### src/rtl/plane_mix_pkg.sv
package plane_mix_pkg;

    localparam int CH_W    = 8;
    localparam int COL_W   = 3 * CH_W;
    localparam int CUR_DEF = 16;

    typedef struct packed {
        logic [CH_W-1:0] r;
        logic [CH_W-1:0] g;
        logic [CH_W-1:0] b;
    } rgb_t;

    // mode register bit layout: [2] cursor enable, [1] window background, [0] B in front
    typedef struct packed {
        logic cur_en;
        logic win_bg;
        logic b_front;
    } mode_t;

    // control registers follow the cursor pattern rows in the address space
    typedef enum int {
        CTL_POS  = 0,
        CTL_CCOL = 1,
        CTL_MODE = 2,
        CTL_BG   = 3,
        CTL_SUR  = 4,
        CTL_WINX = 5,
        CTL_WINY = 6
    } ctl_reg_e;

    localparam int NUM_CTL = 7;

    // choose between the two graphics planes and the background
    function automatic rgb_t pick_graphics(
        input logic  b_front,
        input logic  a_op,
        input rgb_t  a_pix,
        input logic  b_op,
        input rgb_t  b_pix,
        input rgb_t  bg_pix
    );
        logic front_op;
        logic back_op;
        rgb_t front_pix;
        rgb_t back_pix;
        front_op  = b_front ? b_op  : a_op;
        front_pix = b_front ? b_pix : a_pix;
        back_op   = b_front ? a_op  : b_op;
        back_pix  = b_front ? a_pix : b_pix;
        if (front_op)
            return front_pix;
        else if (back_op)
            return back_pix;
        else
            return bg_pix;
    endfunction

endpackage

### src/rtl/plane_mix_regs.sv
module plane_mix_regs
    import plane_mix_pkg::*;
#(
    parameter int PXW   = 10,
    parameter int LNW   = 10,
    parameter int DW    = 24,
    parameter int CUR_N = CUR_DEF,
    parameter int AW    = 5
) (
    input  logic                        clk,
    input  logic                        rst,
    input  logic                        line_start,
    input  logic                        cfg_we,
    input  logic [AW-1:0]               cfg_addr,
    input  logic [DW-1:0]               cfg_data,
    output logic [CUR_N-1:0][CUR_N-1:0] act_pat,
    output logic [PXW-1:0]              act_cx,
    output logic [LNW-1:0]              act_cy,
    output rgb_t                        act_ccol,
    output mode_t                       act_mode,
    output rgb_t                        act_bg,
    output rgb_t                        act_sur,
    output logic [PXW-1:0]              act_wx0,
    output logic [PXW-1:0]              act_wx1,
    output logic [LNW-1:0]              act_wy0,
    output logic [LNW-1:0]              act_wy1
);

    localparam int CTL_BASE = CUR_N;
    localparam int CTL_LAST = CUR_N + NUM_CTL - 1;

    // pattern rows: one staging and one working register each
    for (genvar r = 0; r < CUR_N; r++) begin : g_row
        logic [CUR_N-1:0] stg_q;
        logic [CUR_N-1:0] act_q;
        always_ff @(posedge clk) begin
            if (rst) begin
                stg_q <= '0;
                act_q <= '0;
            end else begin
                if (line_start)
                    act_q <= stg_q;
                if (cfg_we && cfg_addr == AW'(r))
                    stg_q <= cfg_data[CUR_N-1:0];
            end
        end
        assign act_pat[r] = act_q;
    end

    logic [PXW-1:0] stg_cx;
    logic [LNW-1:0] stg_cy;
    rgb_t           stg_ccol;
    mode_t          stg_mode;
    rgb_t           stg_bg;
    rgb_t           stg_sur;
    logic [PXW-1:0] stg_wx0;
    logic [PXW-1:0] stg_wx1;
    logic [LNW-1:0] stg_wy0;
    logic [LNW-1:0] stg_wy1;

    logic           ctl_hit;
    int             ctl_idx;

    always_comb begin
        ctl_hit = cfg_we && (int'(cfg_addr) >= CTL_BASE) && (int'(cfg_addr) <= CTL_LAST);
        ctl_idx = int'(cfg_addr) - CTL_BASE;
    end

    always_ff @(posedge clk) begin
        if (rst) begin
            stg_cx   <= '0;
            stg_cy   <= '0;
            stg_ccol <= '0;
            stg_mode <= '0;
            stg_bg   <= '0;
            stg_sur  <= '0;
            stg_wx0  <= '0;
            stg_wx1  <= '0;
            stg_wy0  <= '0;
            stg_wy1  <= '0;
        end else if (ctl_hit) begin
            case (ctl_idx)
                CTL_POS: begin
                    stg_cx <= cfg_data[PXW-1:0];
                    stg_cy <= cfg_data[PXW+LNW-1:PXW];
                end
                CTL_CCOL: stg_ccol <= rgb_t'(cfg_data[COL_W-1:0]);
                CTL_MODE: stg_mode <= mode_t'(cfg_data[2:0]);
                CTL_BG:   stg_bg   <= rgb_t'(cfg_data[COL_W-1:0]);
                CTL_SUR:  stg_sur  <= rgb_t'(cfg_data[COL_W-1:0]);
                CTL_WINX: begin
                    stg_wx0 <= cfg_data[PXW-1:0];
                    stg_wx1 <= cfg_data[2*PXW-1:PXW];
                end
                CTL_WINY: begin
                    stg_wy0 <= cfg_data[LNW-1:0];
                    stg_wy1 <= cfg_data[2*LNW-1:LNW];
                end
                default: ;
            endcase
        end
    end

    always_ff @(posedge clk) begin
        if (rst) begin
            act_cx   <= '0;
            act_cy   <= '0;
            act_ccol <= '0;
            act_mode <= '0;
            act_bg   <= '0;
            act_sur  <= '0;
            act_wx0  <= '0;
            act_wx1  <= '0;
            act_wy0  <= '0;
            act_wy1  <= '0;
        end else if (line_start) begin
            act_cx   <= stg_cx;
            act_cy   <= stg_cy;
            act_ccol <= stg_ccol;
            act_mode <= stg_mode;
            act_bg   <= stg_bg;
            act_sur  <= stg_sur;
            act_wx0  <= stg_wx0;
            act_wx1  <= stg_wx1;
            act_wy0  <= stg_wy0;
            act_wy1  <= stg_wy1;
        end
    end

endmodule

### src/rtl/plane_mix_cursor.sv
module plane_mix_cursor
    import plane_mix_pkg::*;
#(
    parameter int PXW   = 10,
    parameter int LNW   = 10,
    parameter int CUR_N = CUR_DEF
) (
    input  logic [PXW-1:0]              pix_x,
    input  logic [LNW-1:0]              line_y,
    input  logic                        enable,
    input  logic [PXW-1:0]              cur_x,
    input  logic [LNW-1:0]              cur_y,
    input  logic [CUR_N-1:0][CUR_N-1:0] pattern,
    output logic                        hit
);

    // CUR_N is taken to be a power of two
    localparam int CIW = $clog2(CUR_N);

    logic [PXW-1:0]   dx;
    logic [LNW-1:0]   dy;
    logic             in_x;
    logic             in_y;
    logic [CIW-1:0]   row_i;
    logic [CIW-1:0]   col_i;
    logic [CUR_N-1:0] row_bits;

    always_comb begin
        dx       = pix_x - cur_x;
        dy       = line_y - cur_y;
        in_x     = (pix_x >= cur_x) && (dx < PXW'(CUR_N));
        in_y     = (line_y >= cur_y) && (dy < LNW'(CUR_N));
        row_i    = dy[CIW-1:0];
        col_i    = CIW'(CUR_N - 1) - dx[CIW-1:0];
        row_bits = pattern[row_i];
        hit      = enable && in_x && in_y && row_bits[col_i];
    end

endmodule

### src/rtl/plane_mix_bg.sv
module plane_mix_bg
    import plane_mix_pkg::*;
#(
    parameter int PXW = 10,
    parameter int LNW = 10
) (
    input  logic [PXW-1:0] pix_x,
    input  logic [LNW-1:0] line_y,
    input  logic           win_mode,
    input  rgb_t           solid,
    input  rgb_t           surround,
    input  rgb_t           ext_pix,
    input  logic [PXW-1:0] wx0,
    input  logic [PXW-1:0] wx1,
    input  logic [LNW-1:0] wy0,
    input  logic [LNW-1:0] wy1,
    output rgb_t           bg_pix
);

    logic in_win;

    always_comb begin
        in_win = (pix_x >= wx0) && (pix_x < wx1) && (line_y >= wy0) && (line_y < wy1);
        if (!win_mode)
            bg_pix = solid;
        else if (in_win)
            bg_pix = ext_pix;
        else
            bg_pix = surround;
    end

endmodule

### src/rtl/plane_mixer.sv
module plane_mixer
    import plane_mix_pkg::*;
#(
    parameter int PXW   = 10,
    parameter int LNW   = 10,
    parameter int DW    = 24,
    parameter int CUR_N = CUR_DEF,
    parameter int AW    = 5
) (
    input  logic             clk,
    input  logic             rst,
    input  logic             line_start,
    input  logic [PXW-1:0]   pix_x,
    input  logic [LNW-1:0]   line_y,
    input  logic [COL_W-1:0] a_rgb,
    input  logic             a_opaque,
    input  logic [COL_W-1:0] b_rgb,
    input  logic             b_opaque,
    input  logic [COL_W-1:0] ext_rgb,
    input  logic             cfg_we,
    input  logic [AW-1:0]    cfg_addr,
    input  logic [DW-1:0]    cfg_data,
    output logic [COL_W-1:0] out_rgb
);

    logic [CUR_N-1:0][CUR_N-1:0] act_pat;
    logic [PXW-1:0]              act_cx;
    logic [LNW-1:0]              act_cy;
    rgb_t                        act_ccol;
    mode_t                       act_mode;
    rgb_t                        act_bg;
    rgb_t                        act_sur;
    logic [PXW-1:0]              act_wx0;
    logic [PXW-1:0]              act_wx1;
    logic [LNW-1:0]              act_wy0;
    logic [LNW-1:0]              act_wy1;
    logic                        cur_hit;
    rgb_t                        bg_pix;
    rgb_t                        gfx_pix;
    rgb_t                        mix_pix;
    rgb_t                        out_q;

    plane_mix_regs #(
        .PXW(PXW), .LNW(LNW), .DW(DW), .CUR_N(CUR_N), .AW(AW)
    ) u_regs (
        .clk        (clk),
        .rst        (rst),
        .line_start (line_start),
        .cfg_we     (cfg_we),
        .cfg_addr   (cfg_addr),
        .cfg_data   (cfg_data),
        .act_pat    (act_pat),
        .act_cx     (act_cx),
        .act_cy     (act_cy),
        .act_ccol   (act_ccol),
        .act_mode   (act_mode),
        .act_bg     (act_bg),
        .act_sur    (act_sur),
        .act_wx0    (act_wx0),
        .act_wx1    (act_wx1),
        .act_wy0    (act_wy0),
        .act_wy1    (act_wy1)
    );

    plane_mix_cursor #(
        .PXW(PXW), .LNW(LNW), .CUR_N(CUR_N)
    ) u_cursor (
        .pix_x   (pix_x),
        .line_y  (line_y),
        .enable  (act_mode.cur_en),
        .cur_x   (act_cx),
        .cur_y   (act_cy),
        .pattern (act_pat),
        .hit     (cur_hit)
    );

    plane_mix_bg #(
        .PXW(PXW), .LNW(LNW)
    ) u_bg (
        .pix_x    (pix_x),
        .line_y   (line_y),
        .win_mode (act_mode.win_bg),
        .solid    (act_bg),
        .surround (act_sur),
        .ext_pix  (rgb_t'(ext_rgb)),
        .wx0      (act_wx0),
        .wx1      (act_wx1),
        .wy0      (act_wy0),
        .wy1      (act_wy1),
        .bg_pix   (bg_pix)
    );

    always_comb begin
        gfx_pix = pick_graphics(act_mode.b_front, a_opaque, rgb_t'(a_rgb),
                                b_opaque, rgb_t'(b_rgb), bg_pix);
        mix_pix = cur_hit ? act_ccol : gfx_pix;
    end

    always_ff @(posedge clk) begin
        if (rst)
            out_q <= '0;
        else
            out_q <= mix_pix;
    end

    assign out_rgb = out_q;

endmodule

### config.mk
export PLATFORM = sky130hd
export DESIGN_NAME = plane_mixer
export DESIGN_NICKNAME = d
export VERILOG_FILES = /design/src/rtl/plane_mix_pkg.sv /design/src/rtl/plane_mix_regs.sv /design/src/rtl/plane_mix_cursor.sv /design/src/rtl/plane_mix_bg.sv /design/src/rtl/plane_mixer.sv
export SDC_FILE = /design/constraint.sdc
export NUM_CORES = 2
export LEC_CHECK = 0
export ABC_CLOCK_PERIOD_IN_PS = 7700
export BUFFER_PORTS_ARGS = -buffer_cell sky130_fd_sc_hd__buf_2
export CORE_MARGIN = 10
export CORE_UTILIZATION = 40
export DETAILED_ROUTE_END_ITERATION = 12
export HOLD_SLACK_MARGIN = 0.15
export PLACE_DENSITY = 0.58
export REMOVE_ABC_BUFFERS = 1
export SYNTH_ARGS = -nofsm -noshare
export SYNTH_HDL_FRONTEND = slang
export SYNTH_SLANG_ARGS = --single-unit
### constraint.sdc
create_clock -name clk -period 7.7 [get_ports clk]
set_clock_uncertainty 0.05 [all_clocks]
set_input_delay 0.385 -clock clk [delete_from_list [all_inputs] [get_ports clk]]
set_output_delay 0.385 -clock clk [all_outputs]
set_load 0.01 [all_outputs]
==> impl_metrics.csv <==
group,metric,value,unit
power,cellLeakagePower,14.66,nW
synth,ys.flop_type,"dfxtp_1",
floorplanning,start_util,0.4036,
power,p_per_area,242.4,nW/um2
critical_path,crit_arrival,5.66,ns
critical_path,crit_path_end_kind,"flip-flop",
layout,fin_nets,3941,
synth,ys_async_sr_fraction,0,
sta,tns,0,ns
synth,syn_area_per_cell,8.984,um2
floorplanning,die_w,307.9,um
sta,setup_viol,0,
drt,antenna_left,0,
sta,max_freq,192.3,MHz
critical_path,start_kind,"flip-flop",
hold_path,hold_path_depth,3,
floorplanning,rows,105,
synth,synth-edff-count,0,
place,dp_hpwl,60.52,mm
cts,post_cts_resized,0,
hold_path,hold_end,"u_regs.stg_bg[9]",
critical_path,r2r-start,"u_regs.act_cy[0]",
synth,yosysTopAreaCellShare,0.4868,
critical_path,r2r_cells,13,
cts,clock-sinks,806,
global_route,grt_pass1_vias,24790,
floorplanning,die_h,307.9,um
layout,final_cell_mix,"nand2_1 (845), dfxtp_1 (806), a21oi_1 (443)",
cts,hold_buffers,57,
drt,drcViolationCount,0,
layout,num-fill-cells,7791,
cts,post_cts_buffers,0,
floorplanning,coreArea,82110,um2
synth,ys_ff_latch,806,
layout,mostFrequentLayoutCell,"nand2_1",
floorplanning,pin_count,151,
synth,syn_inst,3689,
global_route,grt_overflow,0,
floorplanning,die_area,94770,um2
synth,netlist_area,33140,um2
cts,cts_tree,"built",
drt,wl,100.7,mm
global_route,antenna_found_initial,5,
synth,yosys_warnings,0,
job,cap_violations,0,
drt,vias,26020,
synth,yosys.area.top_type,"dfxtp_1",
global_route,grt_pass1_wl,154.4,mm
drt,firstDrtPassIters,7,
place,placed_area,34710,um2
place,routabilityCongestion,0.8251,
sta,finalCriticalPeriod,5.201,ns
sta,finalMaxSlewViolations,0,
critical_path,r2r_slack,2.50,ns
layout,final_cell_area,38430,um2
cts,cts-root-buf,"clkbuf_16",
critical_path,r2r_end,"out_rgb[0]",
sta,relSlewSlack,0.1655,
cts,cts_buffer_depth,3,
cts,cts_buffers,87,
cts,h-tree-depth,3,
drt,wire_per_inst,20.56,um
synth,yosysSeqAreaShare,0.4868,
global_route,grt_max_degree,229,
critical_path,cp_max_fo,29,
hold_path,hp-start,"cfg_data[9]",
hold_path,hold_path_class,"in -> reg",
layout,area_delta_synth_final,15.96,%
place,portBuffers,150,
power,peakVddDrop,0.0001613,V
drt,vias_per_cell,5.313,
synth,ys_types,65,
layout,drive_gt1_frac,0.1289,
drt,first_iter_violations,2202,
synth,synth_top_cells_by_area,"dfxtp_1 (49%), mux2i_1 (12%), nand2_1 (9.6%)",
sta,tightest_slew,1.250,ns
global_route,track_usage,0.2072,
outcome,status,"complete, no violations",
sta,period_share,0.6755,
cts,clock_latency,0.66,ns
cts,clk_pin_slew_worst_paths,0.06,ns
critical_path,required,8.16,ns
sta,hold_viol_final,0,
sta,rsz0062_at_grt,"no",
critical_path,crit_type,"reg -> reg",
[how the worst max path moves through the flow]
stage          slack [ns]             start           to
5_1_grt              2.18  u_regs.act_cy[0]   out_rgb[0]
3_5_place_dp         2.14         line_y[0]   out_rgb[0]
3_3_place_gp         2.19         line_y[0]  out_rgb[15]
6_report             2.50  u_regs.act_cy[0]   out_rgb[0]
2_1_floorplan        0.84         line_y[0]   out_rgb[0]
4_1_cts              2.44  u_regs.act_cy[0]   out_rgb[0]
[state kept, by name, summed over array words and instances, names as in the netlist, 10 cells and up]
register	cells
u_regs.stg_wx0	10
u_regs.stg_bg	24
u_regs.act_bg	24
u_regs.act_sur	24
u_regs.stg_ccol	24
u_regs.act_wy0	10
out_rgb	24
u_regs.act_wx0	10
u_regs.stg_wx1	10
u_regs.stg_sur	24
u_regs.stg_wy0	10
u_regs.act_cx	10
u_regs.act_wx1	10
u_regs.stg_wy1	10
u_regs.g_row.stg_q	256
u_regs.act_cy	10
u_regs.stg_cy	10
u_regs.g_row.act_q	256
u_regs.act_wy1	10
u_regs.stg_cx	10
u_regs.act_ccol	24
[logic make-up (layout without fill, tap and decap cells)]
family / Yosys count / count (layout) / synth area share
AND/OR/NAND/NOR: 1337 / 1337 / 0.1565
adder cells (fa/ha/maj): 60 / 60 / 0.02310
XOR/XNOR: 6 / 6 / 0.001812
multiplexers: 482 / 482 / 0.1732
buffers and inverters: 345 / 482 / 0.04115
flip-flops: 806 / 806 / 0.4868
other: 0 / 2 / 0
AO/OA/AOI/OAI: 653 / 653 / 0.1173
[synth_stat cells, types with 4 or more instances]
cell type / count
a2111oi_0: 4
a21bo_2: 24
a21o_1: 15
a21oi_1: 444
a21oi_2: 20
a222oi_1: 24
a31oi_1: 29
buf_1: 45
buf_2: 10
buf_4: 7
buf_6: 4
clkbuf_1: 210
dfxtp_1: 806
ha_1: 58
inv_1: 69
mux2i_1: 406
mux4_2: 73
nand2_1: 845
nand2b_1: 8
nand3_1: 17
nand4_1: 6
nor2_1: 423
nor2b_1: 8
nor3_1: 10
o21ai_0: 16
o22ai_1: 24
o31ai_1: 25
[routing by layer]
layer | share of wire | GRT usage | wire length (um)
met1 | 0.46 | 0.2858 | 46370
met2 | 0.46 | 0.3336 | 46090
met3 | 0.060 | 0.03070 | 6087
met4 | 0.021 | 0.05798 | 2140
met5 | 0.00023 | 0 | 23
[area by class of cell]
type	count	area, um2	share of cell area
diodes	2	5.005	0.0001302
clock buffers	118	2515	0.06544
clock inverters	43	630.6	0.01641
inverters	69	259.0	0.006739
multi-input cells	2538	15800	0.4110
flip-flops and latches	806	16140	0.4198
well taps	1070	1339	0.03483
repair buffers	252	1754	0.04564
[stage by stage]
stage,util,setup slack [ns],power (mW),instances,hold slack [ns]
finish,0.4681,2.499,9.318,4898,0.2310
global placement,0.4228,2.190,4.859,4678,0.3910
CTS,0.4680,2.443,9.383,4896,0.1921
floorplan,-,0.8385,4.523,3413,0.3800
detailed placement,0.4228,2.142,4.860,4678,0.3962
global route,0.4680,2.180,9.596,4896,0.2505
[power by group]
part           switching (mW)  internal [mW]  total [mW]  leakage, nW
combinational           0.384          0.199       0.583         6.60
clock                    1.80           2.72        4.52         1.56
sequential             0.0151           4.20        4.21         6.50
[worst max-delay path, stage by stage (launching register included)]
cell	delay (ns)
dfxtp_1	0.37
ha_4	0.13
inv_1	0.06
fa_4	1.21
buf_4	0.47
mux4_2	0.54
a2111oi_0	0.41
nor3_1	0.10
a2111o_1	0.45
o311ai_4	0.10
buf_4	0.39
or2_1	0.19
buf_4	0.40
a21oi_1	0.13
Power figures use the tool's default switching activity.
